File: src/rtl/feac_pkg.sv
package feac_pkg;
  localparam int REG_W    = 8;
  localparam int BIT_SVAL = 0;  // validation event status
  localparam int BIT_EVAL = 1;  // validation interrupt enable
  localparam int BIT_SREM = 2;  // removal event status
  localparam int BIT_EREM = 3;  // removal interrupt enable
  localparam int BIT_FLAG = 4;  // code currently accepted
endpackage

File: src/rtl/feac_window.sv
module feac_window #(
  parameter int CODE_W = 6,
  parameter int DEPTH  = 10,
  parameter int CNT_W  = $clog2(DEPTH + 1)
) (
  input  logic              clk,
  input  logic              rst_n,
  input  logic              push_i,
  input  logic [CODE_W-1:0] code_i,
  input  logic [CODE_W-1:0] ref_i,
  output logic [CNT_W-1:0]  cnt_same_o,
  output logic [CNT_W-1:0]  cnt_diff_o
);
  localparam int STORE = DEPTH - 1;

  logic [CODE_W-1:0] hist_q [STORE];
  logic [CODE_W-1:0] hist_d [STORE];
  logic [STORE-1:0]  occ_q, occ_d;
  logic [DEPTH-1:0]  same_v, diff_v;

  // slot 0 of the window is the message arriving now
  assign same_v[0] = 1'b1;
  assign diff_v[0] = (code_i != ref_i);

  genvar k;
  generate
    for (k = 1; k < DEPTH; k++) begin : g_cmp
      assign same_v[k] = occ_q[k-1] && (hist_q[k-1] == code_i);
      assign diff_v[k] = occ_q[k-1] && (hist_q[k-1] != ref_i);
    end
  endgenerate

  always_comb begin
    cnt_same_o = '0;
    cnt_diff_o = '0;
    for (int i = 0; i < DEPTH; i++) begin
      cnt_same_o = cnt_same_o + CNT_W'(same_v[i]);
      cnt_diff_o = cnt_diff_o + CNT_W'(diff_v[i]);
    end
  end

  always_comb begin
    hist_d[0] = code_i;
    occ_d[0]  = 1'b1;
    for (int i = 1; i < STORE; i++) begin
      hist_d[i] = hist_q[i-1];
      occ_d[i]  = occ_q[i-1];
    end
  end

  always_ff @(posedge clk or negedge rst_n) begin
    if (!rst_n) begin
      occ_q <= '0;
      for (int i = 0; i < STORE; i++) hist_q[i] <= '0;
    end else if (push_i) begin
      occ_q <= occ_d;
      for (int i = 0; i < STORE; i++) hist_q[i] <= hist_d[i];
    end
  end


  hold_idle_chk: assert property (@(posedge clk) disable iff (!rst_n)
    !push_i |=> $stable(occ_q));

  fill_order_chk: assert property (@(posedge clk) disable iff (!rst_n)
    push_i |=> occ_q[0]);
endmodule

File: src/rtl/feac_track.sv
module feac_track #(
  parameter int CODE_W  = 6,
  parameter int CNT_W   = 4,
  parameter int SET_THR = 8,
  parameter int CLR_THR = 3
) (
  input  logic              clk,
  input  logic              rst_n,
  input  logic              push_i,
  input  logic [CODE_W-1:0] code_i,
  input  logic [CNT_W-1:0]  cnt_same_i,
  input  logic [CNT_W-1:0]  cnt_diff_i,
  output logic              vld_o,
  output logic [CODE_W-1:0] code_o,
  output logic              ev_set_o,
  output logic              ev_clr_o
);
  logic              vld_q, vld_d;
  logic [CODE_W-1:0] code_q, code_d;

  always_comb begin
    vld_d    = vld_q;
    code_d   = code_q;
    ev_set_o = 1'b0;
    ev_clr_o = 1'b0;
    if (push_i) begin
      if (vld_q) begin
        if (cnt_diff_i >= CNT_W'(CLR_THR)) begin
          vld_d    = 1'b0;
          ev_clr_o = 1'b1;
        end
      end else if (cnt_same_i >= CNT_W'(SET_THR)) begin
        vld_d    = 1'b1;
        code_d   = code_i;
        ev_set_o = 1'b1;
      end
    end
  end

  always_ff @(posedge clk or negedge rst_n) begin
    if (!rst_n) begin
      vld_q  <= 1'b0;
      code_q <= '0;
    end else begin
      vld_q  <= vld_d;
      code_q <= code_d;
    end
  end

  assign vld_o  = vld_q;
  assign code_o = code_q;


  code_hold_chk: assert property (@(posedge clk) disable iff (!rst_n)
    !ev_set_o |=> $stable(code_q));

  excl_event_chk: assert property (@(posedge clk) disable iff (!rst_n)
    !(ev_set_o && ev_clr_o));

  flag_idle_chk: assert property (@(posedge clk) disable iff (!rst_n)
    !push_i |=> $stable(vld_q));
endmodule

File: src/rtl/feac_csr.sv
module feac_csr
  import feac_pkg::*;
(
  input  logic             clk,
  input  logic             rst_n,
  input  logic             rd_i,
  input  logic             wr_i,
  input  logic [REG_W-1:0] wdata_i,
  input  logic             ev_set_i,
  input  logic             ev_clr_i,
  input  logic             vld_i,
  output logic [REG_W-1:0] rdata_o,
  output logic             irq_o
);
  logic en_val_q, en_val_d, en_rem_q, en_rem_d;
  logic st_val_q, st_val_d, st_rem_q, st_rem_d;

  always_comb begin
    en_val_d = en_val_q;
    en_rem_d = en_rem_q;
    if (wr_i) begin
      en_val_d = wdata_i[BIT_EVAL];
      en_rem_d = wdata_i[BIT_EREM];
    end
    // event set dominates a read clear in the same cycle
    st_val_d = ev_set_i | (st_val_q & ~rd_i);
    st_rem_d = ev_clr_i | (st_rem_q & ~rd_i);
  end

  always_ff @(posedge clk or negedge rst_n) begin
    if (!rst_n) begin
      en_val_q <= 1'b0;
      en_rem_q <= 1'b0;
      st_val_q <= 1'b0;
      st_rem_q <= 1'b0;
    end else begin
      en_val_q <= en_val_d;
      en_rem_q <= en_rem_d;
      st_val_q <= st_val_d;
      st_rem_q <= st_rem_d;
    end
  end

  always_comb begin
    rdata_o           = '0;
    rdata_o[BIT_SVAL] = st_val_q;
    rdata_o[BIT_EVAL] = en_val_q;
    rdata_o[BIT_SREM] = st_rem_q;
    rdata_o[BIT_EREM] = en_rem_q;
    rdata_o[BIT_FLAG] = vld_i;
  end

  assign irq_o = (st_val_q & en_val_q) | (st_rem_q & en_rem_q);


  val_sticky_chk: assert property (@(posedge clk) disable iff (!rst_n)
    ev_set_i |=> st_val_q);

  rd_clear_chk: assert property (@(posedge clk) disable iff (!rst_n)
    (rd_i && !ev_clr_i) |=> !st_rem_q);

  en_hold_chk: assert property (@(posedge clk) disable iff (!rst_n)
    !wr_i |=> ($stable(en_val_q) && $stable(en_rem_q)));

  irq_cause_chk: assert property (@(posedge clk) disable iff (!rst_n)
    $rose(irq_o) |-> $past(ev_set_i || ev_clr_i || wr_i));
endmodule

File: src/rtl/feac_validator.sv
module feac_validator
  import feac_pkg::*;
#(
  parameter int CODE_W  = 6,
  parameter int DEPTH   = 10,
  parameter int SET_THR = 8,
  parameter int CLR_THR = 3
) (
  input  logic              clk,
  input  logic              rst_n,
  input  logic              msg_vld,
  input  logic [CODE_W-1:0] msg_code,
  input  logic              reg_wr,
  input  logic [REG_W-1:0]  reg_wdata,
  input  logic              reg_rd,
  output logic [REG_W-1:0]  reg_rdata,
  output logic [CODE_W-1:0] val_code,
  output logic              irq
);
  localparam int CNT_W = $clog2(DEPTH + 1);

  logic [CNT_W-1:0]  cnt_same, cnt_diff;
  logic [CODE_W-1:0] acc_code;
  logic              acc_vld, ev_set, ev_clr;

  feac_window #(.CODE_W(CODE_W), .DEPTH(DEPTH), .CNT_W(CNT_W)) u_window (
    .clk(clk), .rst_n(rst_n), .push_i(msg_vld), .code_i(msg_code),
    .ref_i(acc_code), .cnt_same_o(cnt_same), .cnt_diff_o(cnt_diff)
  );

  feac_track #(.CODE_W(CODE_W), .CNT_W(CNT_W), .SET_THR(SET_THR),
               .CLR_THR(CLR_THR)) u_track (
    .clk(clk), .rst_n(rst_n), .push_i(msg_vld), .code_i(msg_code),
    .cnt_same_i(cnt_same), .cnt_diff_i(cnt_diff), .vld_o(acc_vld),
    .code_o(acc_code), .ev_set_o(ev_set), .ev_clr_o(ev_clr)
  );

  feac_csr u_csr (
    .clk(clk), .rst_n(rst_n), .rd_i(reg_rd), .wr_i(reg_wr),
    .wdata_i(reg_wdata), .ev_set_i(ev_set), .ev_clr_i(ev_clr),
    .vld_i(acc_vld), .rdata_o(reg_rdata), .irq_o(irq)
  );

  assign val_code = acc_code;


  flag_rise_chk: assert property (@(posedge clk) disable iff (!rst_n)
    $rose(reg_rdata[BIT_FLAG]) |-> $past(msg_vld));

  flag_fall_chk: assert property (@(posedge clk) disable iff (!rst_n)
    $fell(reg_rdata[BIT_FLAG]) |-> reg_rdata[BIT_SREM]);
endmodule

File: config.mk
export PLATFORM = sky130hd
export DESIGN_NAME = feac_validator
export DESIGN_NICKNAME = d
export VERILOG_FILES = /design/src/rtl/feac_pkg.sv /design/src/rtl/feac_window.sv /design/src/rtl/feac_track.sv /design/src/rtl/feac_csr.sv /design/src/rtl/feac_validator.sv
export SDC_FILE = /design/constraint.sdc
export NUM_CORES = 1
export LEC_CHECK = 0
export ABC_AREA = 1
export BUFFER_PORTS_ARGS = -buffer_cell sky130_fd_sc_hd__buf_4
export CAP_MARGIN = 15
export CORE_MARGIN = 8
export CORE_UTILIZATION = 38
export CTS_CLUSTER_DIAMETER = 50
export DETAILED_ROUTE_END_ITERATION = 7
export GPL_TIMING_DRIVEN = 0
export PLACE_DENSITY = 0.66
export SYNTH_ARGS = -nofsm -noshare
export SYNTH_HDL_FRONTEND = slang
export SYNTH_HIERARCHICAL = 1
export SYNTH_SLANG_ARGS = --single-unit
File: constraint.sdc
create_clock -name clk -period 3.36 [get_ports clk]
set_input_delay 0.672 -clock clk [delete_from_list [all_inputs] [get_ports clk]]
set_output_delay 0.672 -clock clk [all_outputs]
set_load 0.05 [all_outputs]
Word-level counts from Yosys, hierarchy flattened
Cells that the tools add are included.
{"block": "op_classes", "add_sub_neg": 18, "order_cmp": 2, "eq_ne": 19, "mux": 8, "bitwise_logic": 9, "reduce_logical": 19}
{"op": "adder 4 x 1 -> 4 bit", "count": 16}
{"op": "inequality test 6 bit", "count": 10}
{"op": "equality test 6 bit", "count": 9}
{"op": "logical AND 1 bit", "count": 18}
{"op": "2-to-1 mux 1 bit", "count": 8}
{"op": "bitwise AND 1 bit", "count": 4}
{"op": "greater-or-equal comparator 4 x 2 -> 1 bit (second input constant)", "count": 1}
{"op": "greater-or-equal comparator 4 bit (second input constant)", "count": 1}
{"op": "bitwise OR 1 bit", "count": 3}
{"op": "AND reduction 3 bit", "count": 1}
{"op": "adder 1 x 1 -> 2 bit", "count": 1}
{"op": "adder 1 x 1 -> 2 bit (first input constant)", "count": 1}
{"op": "NOT 1 bit", "count": 2}
{"block": "word_totals", "regBits": 74, "output_inout_bits": 15}

Logic depth before layout (Yosys ltp)
{"block": "logic_depth", "word_depth": 16, "ltp_mapped": 19}

Hierarchy
The synthesis kept the hierarchy.
{"module": "feac_window", "instances": 1, "cells_each": 690, "area_per_inst_um2": 4504.3, "seq_area_each_um2": 1576.5}
{"module": "feac_track", "instances": 1, "cells_each": 36, "area_per_inst_um2": 301.5, "seq_area_each_um2": 175.2}
{"module": "feac_csr", "instances": 1, "cells_each": 30, "area_per_inst_um2": 227.7, "seq_area_each_um2": 100.1}

Worst setup path after synthesis
No wires, ideal clock.
{"block": "synth_timing", "path_kind": "reg-to-reg", "startpoint": "register u_track.code_q[4] (netlist: u_track/code_o[4])", "endpoint": "register u_csr.st_rem_q", "t_arrival_ps": 3809, "required_time_ps": 3244, "slack_ps": -565, "stages_incl_launch_ff": 16, "n_path_buf": 1, "path_cell_list": "dfrtp_1 -> buf_2 -> nor2_1 -> nor3_1 -> nand3_1 -> fa_1 -> fa_1 -> fa_1 -> ha_1 -> inv_1 -> fa_1 -> xor2_1 -> nor2_1 -> a21oi_1 -> inv_1 -> nand2_1"}
{"block": "synth_via", "elab_chain_len": 16}
{"item": "start, declared", "line_no": "feac_track.sv:19", "source": "logic [CODE_W-1:0] code_q, code_d;"}
{"item": "start signal, assigned", "line_no": "feac_track.sv:46", "source": "code_q <= code_d;"}
{"item": "inequality test 6 bit", "line_no": "feac_window.sv:29", "source": "assign diff_v[k] = occ_q[k-1] && (hist_q[k-1] != ref_i);"}
{"item": "logical AND 1 bit", "line_no": "feac_window.sv:29"}
{"item": "adder 1 x 1 -> 2 bit", "line_no": "feac_window.sv:38", "source": "cnt_diff_o = cnt_diff_o + CNT_W'(diff_v[i]);"}
{"item": "adder 4 x 1 -> 4 bit (7 in a row)", "line_no": "feac_window.sv:38"}
{"item": "adder 4 x 1 -> 4 bit *", "line_no": "feac_window.sv:38"}
{"item": "via cnt_diff[2]", "line_no": "feac_validator.sv:22", "source": "logic [CNT_W-1:0] cnt_same, cnt_diff;"}
{"item": "greater-or-equal comparator 4 x 2 -> 1 bit *", "line_no": "feac_track.sv:28", "source": "if (cnt_diff_i >= CNT_W'(CLR_THR)) begin"}
{"item": "2-to-1 mux 1 bit *", "line_no": "feac_track.sv:28"}
{"item": "2-to-1 mux 1 bit *", "line_no": "feac_track.sv:27", "source": "if (vld_q) begin"}
{"item": "2-to-1 mux 1 bit *", "line_no": "feac_track.sv:26", "source": "if (push_i) begin"}
{"item": "via ev_clr", "line_no": "feac_validator.sv:24", "source": "logic acc_vld, ev_set, ev_clr;"}
{"item": "bitwise OR 1 bit *", "line_no": "feac_csr.sv:27", "source": "st_rem_d = ev_clr_i | (st_rem_q & ~rd_i);"}
{"item": "via u_csr.st_rem_d", "line_no": "feac_csr.sv:16", "source": "logic st_val_q, st_val_d, st_rem_q, st_rem_d;"}
{"item": "end signal, assigned", "line_no": "feac_csr.sv:40", "source": "st_rem_q <= st_rem_d;"}
{"item": "end, declared", "line_no": "feac_csr.sv:16"}
The timed path passes the listed nets; every way through them passes the cells marked *.
A chain may end at the register's enable or synchronous reset.

Worst setup path in the final report
{"block": "layout_timing", "startpoint": "register u_track.code_q[0] (netlist: u_track/code_o[0])", "endpoint": "register u_csr.st_rem_q"}
The elaborated chain is that of the path after synthesis.

==> results.cfg <==
[pwr]
power_mw = 3.07
power.density_nw_per_um2 = 496
cellLeakagePower_nw = 3.14
ir_drop_mv = 0.414

[grt]
grt_max_degree = 75
antenna_found_initial = 0
grt.overflow.total = 0
grt_pass1_wl_um = 23700
grt_pass1_vias = 4799
grt_usage_pct = 17.9

[run_status]
status = finished, violations left
violations = negative setup slack

[synth]
synth.avg_cell_area_sq_um = 6.65
synthCells = 751
yosysWarnings = 6
synthesis.area_sq_um = 4990

[layout]
diodes = 0
drive_gt1_share_pct = 21.0
utilization_pct = 47.5
final_common_cell = nand2_1
final_net_count = 838
layout_common_cells = nand2_1 (311), inv_1 (81), o21ai_0 (69)
area_delta_synth_final_pct = 24.1

[clock_network]
path_clk_slew_ps = 60
cts_tree = done
htreeDepth = 3
root_buffer = clkbuf_16
clock_sink_count = 74
clk_latency_ps = 340
cts.path.max_buffers = 2
cts_hold_buf = 0
numCtsBuffers = 9

[floorplan]
die_height_um = 131
die_area_sq_um = 17100
start_util_pct = 38.3
core_area_sq_um = 13000
die_w_um = 131
num_io_pins = 34
rows = 42

[placement]
place.gp.congestion = 0.868
portBuffers = 24
dp_hpwl_um = 10400

[route]
drt-pass1-iter-count = 5
drc_errors = 0
drt_first_iter_violations = 484
num_vias = 4878
vias_per_cell = 4.95
ant_nets = 0
wl_per_cell_um = 14.6
drt_wl_total_um = 14400

[sta]
relSlewSlack_pct = 34.4
tightestPinTransition_ps = 984
worst_slack_ps = -342
drv_slew = 0
grt_setup_unrepaired = yes
timing.fmax_ghz = 0.270
finClkSkew_ps = 3.77
fin_crit_ps = 3700
period_share_pct = 110
whs_ps = 487
setup_viol = 9
final.setup.tns_ps = -1780
finalHoldViolCount = 0

[setup_path]
required_ps = 3590
crit_arrival_ps = 3930
cp-start-kind = flop
criticalPathCategory = flop to flop
path_max_fanout = 5
end_kind = flop

[run]
maxCapViolCount = 0

[hold_path]
hp-class = input pin to async pin
[metrics by stage]
step	instance area, sq um	setup WS (ps)	std cells
2_1_floorplan	5070	-323	753
3_3_place_gp	5480	-794	953
3_5_place_dp	5480	-779	953
4_1_cts	6090	-358	983
5_1_grt	6190	-537	985
6_report	6190	-342	985
[critical path: stages, from the launching register on]
cell	delay [ps]
dfrtp_2	460
buf_6	170
nand2_2	60
nand2_2	60
nor2_4	120
nand3_2	100
nand2_2	70
inv_2	30
fa_1	570
fa_1	440
fa_1	510
ha_2	190
inv_2	40
fa_2	340
xor2_1	140
nor2_1	120
a21oi_1	90
inv_1	50
nand2_1	40
[routing by layer]
metal	global-route usage (%)	share of wire (%)	vias up
met5	0	0	-
met4	6.68	2.6	0
met3	3.17	5.1	28
met2	28.6	45	149
met1	23.8	47	2311
li1	-	-	2390
[state kept, by name (all words and copies together), names as in the netlist]
name and cells:
u_track/vld_o 1, u_csr/st_rem_q 1, u_window/hist_d 48, u_window/hist_q 6
u_csr/en_rem_q 1, u_window/occ_q 9, u_track/code_o 6, u_csr/en_val_q 1
u_csr/st_val_q 1
[final timing paths]
check                                                 end  slack (ps)                           start  cells past startpoint
setup / recovery                 u_csr/st_rem_q$_DFF_PN0_        -340   u_track/code_o[0]$_DFFE_PN0P_                     18
hold / removal              u_window/occ_q[0]$_DFFE_PN0P_         490                           rst_n                      1
setup reg to reg                 u_csr/st_rem_q$_DFF_PN0_        -340   u_track/code_o[0]$_DFFE_PN0P_                     18
hold reg to reg            u_window/hist_q[5]$_DFFE_PN0P_         510  u_window/hist_d[5]$_DFFE_PN0P_                      2
max in group asynchronous   u_track/code_o[0]$_DFFE_PN0P_        2200                           rst_n                      1
min in group clk           u_window/hist_q[5]$_DFFE_PN0P_         510  u_window/hist_d[5]$_DFFE_PN0P_                      2
[cell type report]
class / count / area (sq um)
clock inverters: 6 / 105
inverters: 102 / 399
repair buffers: 40 / 362
flip-flops and latches: 74 / 1860
well taps: 176 / 220
clock buffers: 10 / 229
fillers: 1338 / 6840
multi-input cells: 544 / 2740
plain buffers: 33 / 279
[timing repair]
action,4_1_cts,5_1_grt
gates cloned,1,1
gates resized for setup,51,27
pin swaps,12,11
setup endpoints to repair,9,9
setup buffers,13,1
[where the power goes]
| part | switching, mW | internal (mW) | total (mW) |
|---|---|---|---|
| Combinational | 0.525 | 0.337 | 0.862 |
| Clock | 0.387 | 0.722 | 1.11 |
| Sequential | 0.105 | 0.995 | 1.10 |
| Total | 1.02 | 2.05 | 3.07 |
Power figures use the tool's default switching activity.
